$ cat src/rtl/salu_pkg.sv
package salu_pkg;

    localparam int INSTR_W  = 32;
    localparam int OPC_W    = 7;
    localparam int DST_W    = 7;
    localparam int ENC_HI   = 31;
    localparam int ENC_LO   = 30;
    localparam int OPC_HI   = 29;
    localparam int OPC_LO   = 23;
    localparam int DST_HI   = 22;
    localparam int DST_LO   = 16;
    localparam logic [1:0] ENC_OK = 2'b10;

    typedef enum logic [OPC_W-1:0] {
        OP_ADDU = 7'd0,
        OP_SUBU = 7'd1,
        OP_ADDS = 7'd2,
        OP_SUBS = 7'd3,
        OP_ADDC = 7'd4,
        OP_SUBB = 7'd5,
        OP_MINS = 7'd6,
        OP_MINU = 7'd7,
        OP_MAXS = 7'd8,
        OP_MAXU = 7'd9,
        OP_CSEL = 7'd10,
        OP_AND  = 7'd12,
        OP_OR   = 7'd13,
        OP_XOR  = 7'd14,
        OP_ANDN = 7'd15,
        OP_ORN  = 7'd16,
        OP_NAND = 7'd17,
        OP_NOR  = 7'd18,
        OP_XNOR = 7'd19,
        OP_SHL  = 7'd20,
        OP_SHR  = 7'd21,
        OP_ASHR = 7'd22,
        OP_MUL  = 7'd23,
        OP_ABSD = 7'd24
    } opc_e;

endpackage

$ cat src/rtl/salu_decode.sv
module salu_decode
    import salu_pkg::*;
(
    input  logic [INSTR_W-1:0] instr,
    output opc_e               op,
    output logic [DST_W-1:0]   dst,
    output logic               legal,
    output logic               use_arith
);

    logic [OPC_W-1:0] opc_raw;
    logic             enc_ok;
    logic             opc_known;

    always_comb begin
        opc_raw   = instr[OPC_HI:OPC_LO];
        op        = opc_e'(opc_raw);
        dst       = instr[DST_HI:DST_LO];
        enc_ok    = (instr[ENC_HI:ENC_LO] == ENC_OK);
        opc_known = 1'b1;
        use_arith = 1'b0;
        case (op)
            OP_ADDU, OP_SUBU, OP_ADDS, OP_SUBS, OP_ADDC, OP_SUBB,
            OP_MINS, OP_MINU, OP_MAXS, OP_MAXU, OP_ABSD:
                use_arith = 1'b1;
            OP_CSEL, OP_AND, OP_OR, OP_XOR, OP_ANDN, OP_ORN, OP_NAND,
            OP_NOR, OP_XNOR, OP_SHL, OP_SHR, OP_ASHR, OP_MUL:
                use_arith = 1'b0;
            default:
                opc_known = 1'b0;
        endcase
        legal = enc_ok && opc_known;
    end

endmodule

$ cat src/rtl/salu_arith.sv
module salu_arith
    import salu_pkg::*;
#(
    parameter int W = 32
) (
    input  opc_e         op,
    input  logic [W-1:0] a,
    input  logic [W-1:0] b,
    input  logic         flag_in,
    output logic [W-1:0] res,
    output logic         flag_out
);

    localparam logic [W:0] ONE_X = {{W{1'b0}}, 1'b1};

    logic [W:0] sum_x;
    logic [W:0] dif_x;
    logic [W:0] sdif_x;
    logic [W:0] mag_x;
    logic       cin_add;
    logic       cin_sub;
    logic       lt_s;
    logic       lt_u;
    logic       eq;

    always_comb begin
        cin_add = (op == OP_ADDC) && flag_in;
        cin_sub = (op == OP_SUBB) && flag_in;
        sum_x   = {1'b0, a} + {1'b0, b} + {{W{1'b0}}, cin_add};
        dif_x   = {1'b0, a} - {1'b0, b} - {{W{1'b0}}, cin_sub};
        sdif_x  = {a[W-1], a} - {b[W-1], b};
        mag_x   = sdif_x[W] ? ((~sdif_x) + ONE_X) : sdif_x;
        lt_s    = $signed(a) < $signed(b);
        lt_u    = a < b;
        eq      = (a == b);

        res      = '0;
        flag_out = flag_in;
        case (op)
            OP_ADDU, OP_ADDC: begin
                res      = sum_x[W-1:0];
                flag_out = sum_x[W];
            end
            OP_SUBU, OP_SUBB: begin
                res      = dif_x[W-1:0];
                flag_out = dif_x[W];
            end
            OP_ADDS: begin
                res      = sum_x[W-1:0];
                flag_out = (a[W-1] == b[W-1]) && (sum_x[W-1] != a[W-1]);
            end
            OP_SUBS: begin
                res      = dif_x[W-1:0];
                flag_out = (a[W-1] != b[W-1]) && (dif_x[W-1] != a[W-1]);
            end
            OP_MINS: begin
                res      = lt_s ? a : b;
                flag_out = lt_s;
            end
            OP_MINU: begin
                res      = lt_u ? a : b;
                flag_out = lt_u;
            end
            OP_MAXS: begin
                res      = (!lt_s && !eq) ? a : b;
                flag_out = !lt_s && !eq;
            end
            OP_MAXU: begin
                res      = (!lt_u && !eq) ? a : b;
                flag_out = !lt_u && !eq;
            end
            OP_ABSD: begin
                res      = mag_x[W-1:0];
                flag_out = |mag_x[W-1:0];
            end
            default: begin
                res      = '0;
                flag_out = flag_in;
            end
        endcase
    end

endmodule

$ cat src/rtl/salu_logic.sv
module salu_logic
    import salu_pkg::*;
#(
    parameter int W = 32
) (
    input  opc_e         op,
    input  logic [W-1:0] a,
    input  logic [W-1:0] b,
    input  logic         flag_in,
    output logic [W-1:0] res,
    output logic         flag_out
);

    localparam int SHW = $clog2(W);

    logic [SHW-1:0] sh;
    logic [W-1:0]   prod;
    logic           keep_flag;

    always_comb begin
        sh        = b[SHW-1:0];
        prod      = a * b;
        keep_flag = 1'b0;
        case (op)
            OP_AND:  res = a & b;
            OP_OR:   res = a | b;
            OP_XOR:  res = a ^ b;
            OP_ANDN: res = a & ~b;
            OP_ORN:  res = a | ~b;
            OP_NAND: res = ~(a & b);
            OP_NOR:  res = ~(a | b);
            OP_XNOR: res = ~(a ^ b);
            OP_SHL:  res = a << sh;
            OP_SHR:  res = a >> sh;
            OP_ASHR: res = W'($signed(a) >>> sh);
            OP_MUL: begin
                res       = prod;
                keep_flag = 1'b1;
            end
            OP_CSEL: begin
                res       = flag_in ? a : b;
                keep_flag = 1'b1;
            end
            default: begin
                res       = '0;
                keep_flag = 1'b1;
            end
        endcase
        flag_out = keep_flag ? flag_in : (|res);
    end

endmodule

$ cat src/rtl/salu_core.sv
module salu_core
    import salu_pkg::*;
#(
    parameter int DATA_W = 32
) (
    input  logic               clk,
    input  logic               rst_n,
    input  logic               in_valid,
    input  logic [INSTR_W-1:0] instr,
    input  logic [DATA_W-1:0]  src0,
    input  logic [DATA_W-1:0]  src1,
    input  logic               scc_in,
    output logic               out_valid,
    output logic [DST_W-1:0]   dst_idx,
    output logic [DATA_W-1:0]  result,
    output logic               wr_en,
    output logic               scc_out,
    output logic               illegal
);

    typedef struct packed {
        logic              valid;
        logic [DST_W-1:0]  dst;
        logic [DATA_W-1:0] res;
        logic              wr;
        logic              scc;
        logic              ill;
    } stage_t;

    opc_e              dec_op;
    logic [DST_W-1:0]  dec_dst;
    logic              dec_legal;
    logic              dec_arith;
    logic [DATA_W-1:0] ar_res;
    logic              ar_flag;
    logic [DATA_W-1:0] lg_res;
    logic              lg_flag;

    stage_t st_d;
    stage_t st_q;

    salu_decode u_decode (
        .instr     (instr),
        .op        (dec_op),
        .dst       (dec_dst),
        .legal     (dec_legal),
        .use_arith (dec_arith)
    );

    salu_arith #(.W(DATA_W)) u_arith (
        .op       (dec_op),
        .a        (src0),
        .b        (src1),
        .flag_in  (scc_in),
        .res      (ar_res),
        .flag_out (ar_flag)
    );

    salu_logic #(.W(DATA_W)) u_logic (
        .op       (dec_op),
        .a        (src0),
        .b        (src1),
        .flag_in  (scc_in),
        .res      (lg_res),
        .flag_out (lg_flag)
    );

    always_comb begin
        st_d       = st_q;
        st_d.valid = 1'b0;
        st_d.wr    = 1'b0;
        st_d.ill   = 1'b0;
        if (in_valid) begin
            st_d.valid = 1'b1;
            st_d.dst   = dec_dst;
            st_d.wr    = dec_legal;
            st_d.ill   = !dec_legal;
            if (!dec_legal) begin
                st_d.res = '0;
                st_d.scc = scc_in;
            end else if (dec_arith) begin
                st_d.res = ar_res;
                st_d.scc = ar_flag;
            end else begin
                st_d.res = lg_res;
                st_d.scc = lg_flag;
            end
        end
    end

    always_ff @(posedge clk) begin
        if (!rst_n) begin
            st_q <= '0;
        end else begin
            st_q <= st_d;
        end
    end

    assign out_valid = st_q.valid;
    assign dst_idx   = st_q.dst;
    assign result    = st_q.res;
    assign wr_en     = st_q.wr;
    assign scc_out   = st_q.scc;
    assign illegal   = st_q.ill;

    AST_IDLE_HOLDS: assert property (@(posedge clk) disable iff (!rst_n)
        !in_valid |=> !out_valid && !wr_en && $stable(result) && $stable(scc_out));

    AST_ILLEGAL_NO_WRITE: assert property (@(posedge clk) disable iff (!rst_n)
        illegal |-> !wr_en && out_valid);

    AST_BAD_ENC_KEEPS_FLAG: assert property (@(posedge clk) disable iff (!rst_n)
        (in_valid && instr[ENC_HI:ENC_LO] != ENC_OK) |=> illegal && (scc_out == $past(scc_in)));

    AST_ADD_CARRY: assert property (@(posedge clk) disable iff (!rst_n)
        (in_valid && instr[ENC_HI:OPC_LO] == {ENC_OK, 7'd0})
        |=> {scc_out, result} == ({1'b0, $past(src0)} + {1'b0, $past(src1)}));

    AST_CSEL_PICK: assert property (@(posedge clk) disable iff (!rst_n)
        (in_valid && instr[ENC_HI:OPC_LO] == {ENC_OK, 7'd10})
        |=> (scc_out == $past(scc_in)) && (result == ($past(scc_in) ? $past(src0) : $past(src1))));

    AST_LOGIC_NONZERO: assert property (@(posedge clk) disable iff (!rst_n)
        (in_valid && instr[ENC_HI:ENC_LO] == ENC_OK &&
         instr[OPC_HI:OPC_LO] >= 7'd12 && instr[OPC_HI:OPC_LO] <= 7'd19)
        |=> scc_out == (result != '0));

endmodule

$ cat config.mk
export PLATFORM = sky130hd
export DESIGN_NAME = salu_core
export DESIGN_NICKNAME = d
export VERILOG_FILES = /design/src/rtl/salu_pkg.sv /design/src/rtl/salu_decode.sv /design/src/rtl/salu_arith.sv /design/src/rtl/salu_logic.sv /design/src/rtl/salu_core.sv
export SDC_FILE = /design/constraint.sdc
export NUM_CORES = 2
export LEC_CHECK = 0
export BUFFER_PORTS_ARGS = -buffer_cell sky130_fd_sc_hd__buf_2
export CORE_MARGIN = 2
export CORE_UTILIZATION = 60
export DETAILED_ROUTE_END_ITERATION = 10
export PLACE_DENSITY = 0.74
export SLEW_MARGIN = 20
export SYNTH_ARGS = -nofsm -noshare
export SYNTH_HDL_FRONTEND = slang
export SYNTH_SLANG_ARGS = --single-unit
$ cat constraint.sdc
create_clock -name clk -period 16.2 [get_ports clk]
set_input_delay 0.81 -clock clk [delete_from_list [all_inputs] [get_ports clk]]
set_output_delay 0.81 -clock clk [all_outputs]
set_load 0.01 [all_outputs]
## Word-level counts from Yosys, hierarchy flattened

Index checks and enable logic that the tools add are counted.

- Output and inout bits: 43
- Latch bits: 0
- Memory bits (read-only): 0
- Memories kept: 0
- Bits in writable memories: 0
- Input bits: 100
- Word-level logic and storage cells: 96
- Register bits: 43

- Bitwise operators: 10
- $add $sub $neg: 6
- Eq/ne operators: 29
- Shift operators: 3
- Multipliers: 1
- Div/mod/pow operators: 0
- Reductions and logical operators: 22
- $lt $le $gt $ge: 2
- Muxes and demuxes: 17

Operators with widths:

| cell | count |
|---|---|
| 32-bit one-hot mux with 13 select lines | 1 |
| 32-bit 2-to-1 mux | 8 |
| 32-bit one-hot mux with 7 select lines | 1 |
| 32-bit NOT | 5 |
| 32-bit by 32-bit subtractor with 33-bit output | 2 |
| 32-bit bitwise AND | 2 |
| 32-bit less-than comparator | 2 |
| 32-bit OR | 2 |
| 32-bit OR reduction | 2 |
| 7-bit by 5-bit equality test with 1-bit output (second input constant) | 9 |
| 7-bit by 4-bit equality test with 1-bit output (second input constant) | 7 |
| 43-bit 2-to-1 mux | 1 |
| 32-bit by 32-bit adder with 33-bit output | 1 |
| 33-bit by 1-bit adder with 33-bit output | 1 |
| 33-bit by 1-bit subtractor with 33-bit output | 1 |
| 32-bit by 1-bit adder with 32-bit output (second input constant) | 1 |
| 32-bit equality test | 1 |
| 32-bit by 32-bit multiplier with 32-bit output | 1 |
| 32-bit by 5-bit left shift with 32-bit output | 1 |
| 32-bit by 5-bit >> shifter with 32-bit output | 1 |
| 32-bit by 5-bit >>> shifter with 32-bit output | 1 |
| 32-bit bitwise XOR | 1 |
| 7-bit by 3-bit equality test with 1-bit output (second input constant) | 4 |
| 24-bit OR reduction | 1 |
| 14 further kinds | 33 |

## Longest topological paths before layout

- Depth in word-level cells: 9
- Mapped depth: 34
- Mapped depth without buffers: 31

## By module

Synthesis repeated with hierarchy kept, for this count alone.

- Cell total of the unflattened synthesis: 4343
- Area total of the unflattened synthesis: 34157.8 um^2

Modules (own cells, without submodules):

| module | sequential area each (um^2) | instances | area an instance (um^2) | cells each |
|---|---|---|---|---|
| salu_logic | 0.0 | 1 | 24118.1 | 2964 |
| salu_arith | 0.0 | 1 | 8146.6 | 1215 |
| salu_core | 860.8 | 1 | 1722.9 | 142 |
| salu_decode | 0.0 | 1 | 170.2 | 22 |

## Least setup slack after synthesis

OpenSTA, ideal clock, no wires.

- Path type: input to register
- Start point: input port src1[3]
- End point: register st_q, in the netlist scc_out
- Path buffers: 7
- Cell stages on the path: 31
- Setup time: 117 ps
- Slack: 6345 ps
- Data arrival time: 9738 ps
- Cell sequence: clkbuf_1 -> clkbuf_1 -> clkbuf_1 -> buf_1 -> clkbuf_1 -> clkbuf_1 -> buf_1 -> nand2_1 -> fa_1 -> inv_1 -> fa_1 -> inv_1 -> fa_1 -> fa_1 -> inv_1 -> fa_1 -> fa_1 -> fa_1 -> fa_1 -> ha_1 -> a21oi_1 -> inv_1 -> or4_1 -> o22a_1 -> mux2i_1 -> o21ai_0 -> or4_1 -> nor4_1 -> nand4_1 -> or4_1 -> a22o_1

- Cells in the longest elaborated chain, start to end: 8
- Elaborated cells between the ends (all ways): 41
- Classes of those cells: add/sub: 6; mul: 1; order compare: 2; eq/ne: 3; shift: 3; mux: 7; bitwise: 10; reduce/logical: 9

Ends and longest elaborated chain:

| element | line | RTL |
|---|---|---|
| start, declared | salu_core.sv:11 | `input logic [DATA_W-1:0] src1,` |
| branches (longest 6 deep; another with 32-bit by 32-bit multiplier with 32-bit output) | -- |  |
| 1-bit 2-to-1 mux (*) | salu_core.sv:81 | `end else if (dec_arith) begin` |
| 1-bit 2-to-1 mux (*) | salu_core.sv:78 | `if (!dec_legal) begin` |
| end signal, assigned | salu_core.sv:95 | `st_q <= st_d;` |
| end, declared | salu_core.sv:40 | `stage_t st_q;` |

Mark *: on every way between the ends.
A chain may end at the register's enable or synchronous reset.

## Worst setup path after layout

- Start point: input port src0[17]
- End point: register st_q, in the netlist scc_out

- Cells in the longest elaborated chain, start to end: 8
- Elaborated cells between the ends (all ways): 40
- Classes of those cells: add/sub: 6; mul: 1; order compare: 2; eq/ne: 3; shift: 3; mux: 7; bitwise: 9; reduce/logical: 9

Ends and longest elaborated chain:

| element | line | RTL |
|---|---|---|
| start, declared | salu_core.sv:10 | `input logic [DATA_W-1:0] src0,` |
| branches (longest 6 deep; another with 32-bit by 32-bit multiplier with 32-bit output) | -- |  |
| 1-bit 2-to-1 mux (*) | salu_core.sv:81 |  |
| 1-bit 2-to-1 mux (*) | salu_core.sv:78 |  |

Marked as above.

==> flow_summary.ini <==
[status]
outcome = finished, violations left
violations = DRC

[synth]
syn_area_um2 = 31800
synth.top_cells.by_count = inv_1, nor2_1, fa_1, nand2_1, ha_1
synthCells = 4150
synthFlopType = dfxtp_1
yosys-top-cells-area = fa_1, ha_1, inv_1
avgSynthCellArea_um2 = 7.664
seq_area_frac_synth = 0.02707
yosysMostFrequentCell = inv_1
synth.distinct_cells = 96
synth_top_area_frac = 0.2600
yosys_warnings = 0
async_flop_share = 0
synth_edf_count = 0
ys_ff_latch = 43
yosys.area.top_type = fa_1
syn_nets = 4948

[global_route]
grt_pass1_wl_mm = 223.0
use_met1 = 0.6667
grt_use_total = 0.5643
grt_pass1_vias = 33700
grt_max_degree = 57
antenna_found_initial = 12
use_met2 = 0.7845
met3_usage = 0.2747
gr-total-overflow = 0
grt-busiest-layer = met2

[critical_path]
critPathSlowestCell = a211oi_1
cp_common_cell = fa_1
reg2regPathDepth = 10
r2r_end = scc_out
startpoint_type = input port
crit_type = input port to register
r2r_setup_slack_ns = 13.04
max_stage_delay_ns = 0.89
critPathMaxFanout = 16
worstPathArrival_ns = 11.48
crit_required_ns = 16.41
rr_startpoint = scc_out
cp-end-kind = register

[sta]
slew_viol_final = 0
final.setup.tns_ns = 0
slew_headroom = 0.1404
layout_min_cycle_time_ns = 11.27
fmaxAchievable_mhz = 88.73
fin_crit_sh = 0.6957
worst_pin_slew_ns = 1.276
rsz0062_at_grt = no
hold_viol = 0
finalSetupViolations = 0
skew_ns = 0

[layout]
drive_above_1_share = 0.08423
fin_nets = 4893
area_growth_pct = 4.221
fill_cells = 4763

[detailed_routing]
ant_nets = 0
routedWlPerCell_um = 32.45
drc = 12
vias = 34810
vias_per_cell = 7.264
drt-initial-drc-count = 5424
drtPass1Iterations = 11
drt-total-wl_mm = 155.5

[place]
port_buffers = 126
hpwl_mm = 116.0
gp_congestion = 1.128

[floorplan]
std_cell_rows = 84
die_area_um2 = 54860
fp.dieH_um = 234.2
initial_utilization = 0.6064
die_x_um = 234.2
pin_count = 143
core_um2 = 52450

[clocking]
cts_setup_buffers = 0
postCtsHoldBufs = 0
insertion_delay_ns = 0.30
htreeDepth = 2
cts_tree = built
cts_root_buf = clkbuf_16
cts_buffer_depth = 2
cts_inserted_buffers = 5
cts-resized-gates = 0
clk_pin_slew_ns = 0.09
cts_sinks = 43

[worst_hold_path]
hold_end = result[21]
min_path_cells = 1
hold_path.class = register to register
min_from = result[21]

[run]
maxCapViolations = 0
cells by family (layout without fill, tap and decap cells):
family / after synthesis / after routing / synth area share
muxes: 159 / 159 / 0.06263
DFF: 43 / 43 / 0.02707
other: 0 / 8 / 0
and+or+nand+nor: 1312 / 1312 / 0.1869
AOI/OAI and AO/OA: 935 / 935 / 0.2023
xor gates and xnor gates: 183 / 183 / 0.05063
adders and majority gates: 698 / 698 / 0.3721
buffers and inverters: 820 / 766 / 0.09831
layer usage:
| layer | vias to the layer above | part of all wire |
|---|---|---|
| met1 | 16490 | 0.34 |
| met4 | 18 | 0.098 |
| met5 | - | 0.0011 |
| met3 | 978 | 0.17 |
| met2 | 3249 | 0.39 |
| li1 | 14070 | - |
how the worst max path moves through the flow:
stage                        start       to  depth (start not counted)
after CTS                 src0[17]  scc_out                         26
after floorplan            src1[3]  scc_out                         31
after global routing      src1[14]  scc_out                         26
after global placement    src0[17]  scc_out                         26
final                     src0[17]  scc_out                         26
after detailed placement  src0[17]  scc_out                         26
metrics by stage:
| step | hold WS (ns) | area (um2) | setup WS [ns] | utilization | cells |
|---|---|---|---|---|---|
| 2_1_floorplan | 0.4625 | 31800 | 6.345 | - | 4150 |
| 3_3_place_gp | 0.4215 | 32960 | 5.500 | 0.6284 | 4776 |
| 3_5_place_dp | 0.4386 | 32960 | 5.477 | 0.6284 | 4776 |
| 4_1_cts | 0.4570 | 33110 | 5.737 | 0.6313 | 4784 |
| 5_1_grt | 0.4625 | 33130 | 5.134 | 0.6316 | 4784 |
| 6_report | 0.4549 | 33150 | 4.930 | 0.6320 | 4792 |
sequential cells by signal, summed over array words and instances (netlist names):
| name | count |
|---|---|
| wr_en | 1 |
| illegal | 1 |
| scc_out | 1 |
| dst_idx | 7 |
| result | 32 |
| out_valid | 1 |
cell type report:
type                    instances  area [um2]  share of cell area
diodes                          8       20.02           0.0006040
clock buffers                   5       125.1            0.003775
clock inverters                 3       26.28           0.0007927
inverters                     537        2016             0.06081
multi-input cells            3287       27890              0.8413
flip-flops and latches         43       860.8             0.02597
well taps                     688       860.8             0.02597
repair buffers                221        1351             0.04077
worst max-delay path, delay by kind of cell:
kind | cells | cell delay [ns]
AO/OA/AOI/OAI | 6 | 2.46
adder cells (fa/ha/maj) | 9 | 4.30
buffers and inverters | 4 | 1.54
AND/OR/NAND/NOR | 7 | 2.36
cell usage in the layout, fill, tap and decap left out, drive strengths merged, types with 61 or more instances in the layout:
cell type and count:
a21oi 194, buf 221, fa 413, ha 285, inv 524, mux2i 100
nand2 409, nand3 61, nor2 486, nor3 79, o21ai 194, xnor2 146
Power is left out: the tool's default activity adds up to more than one toggle a clock period on the data nets, which glitch-free logic cannot reach.
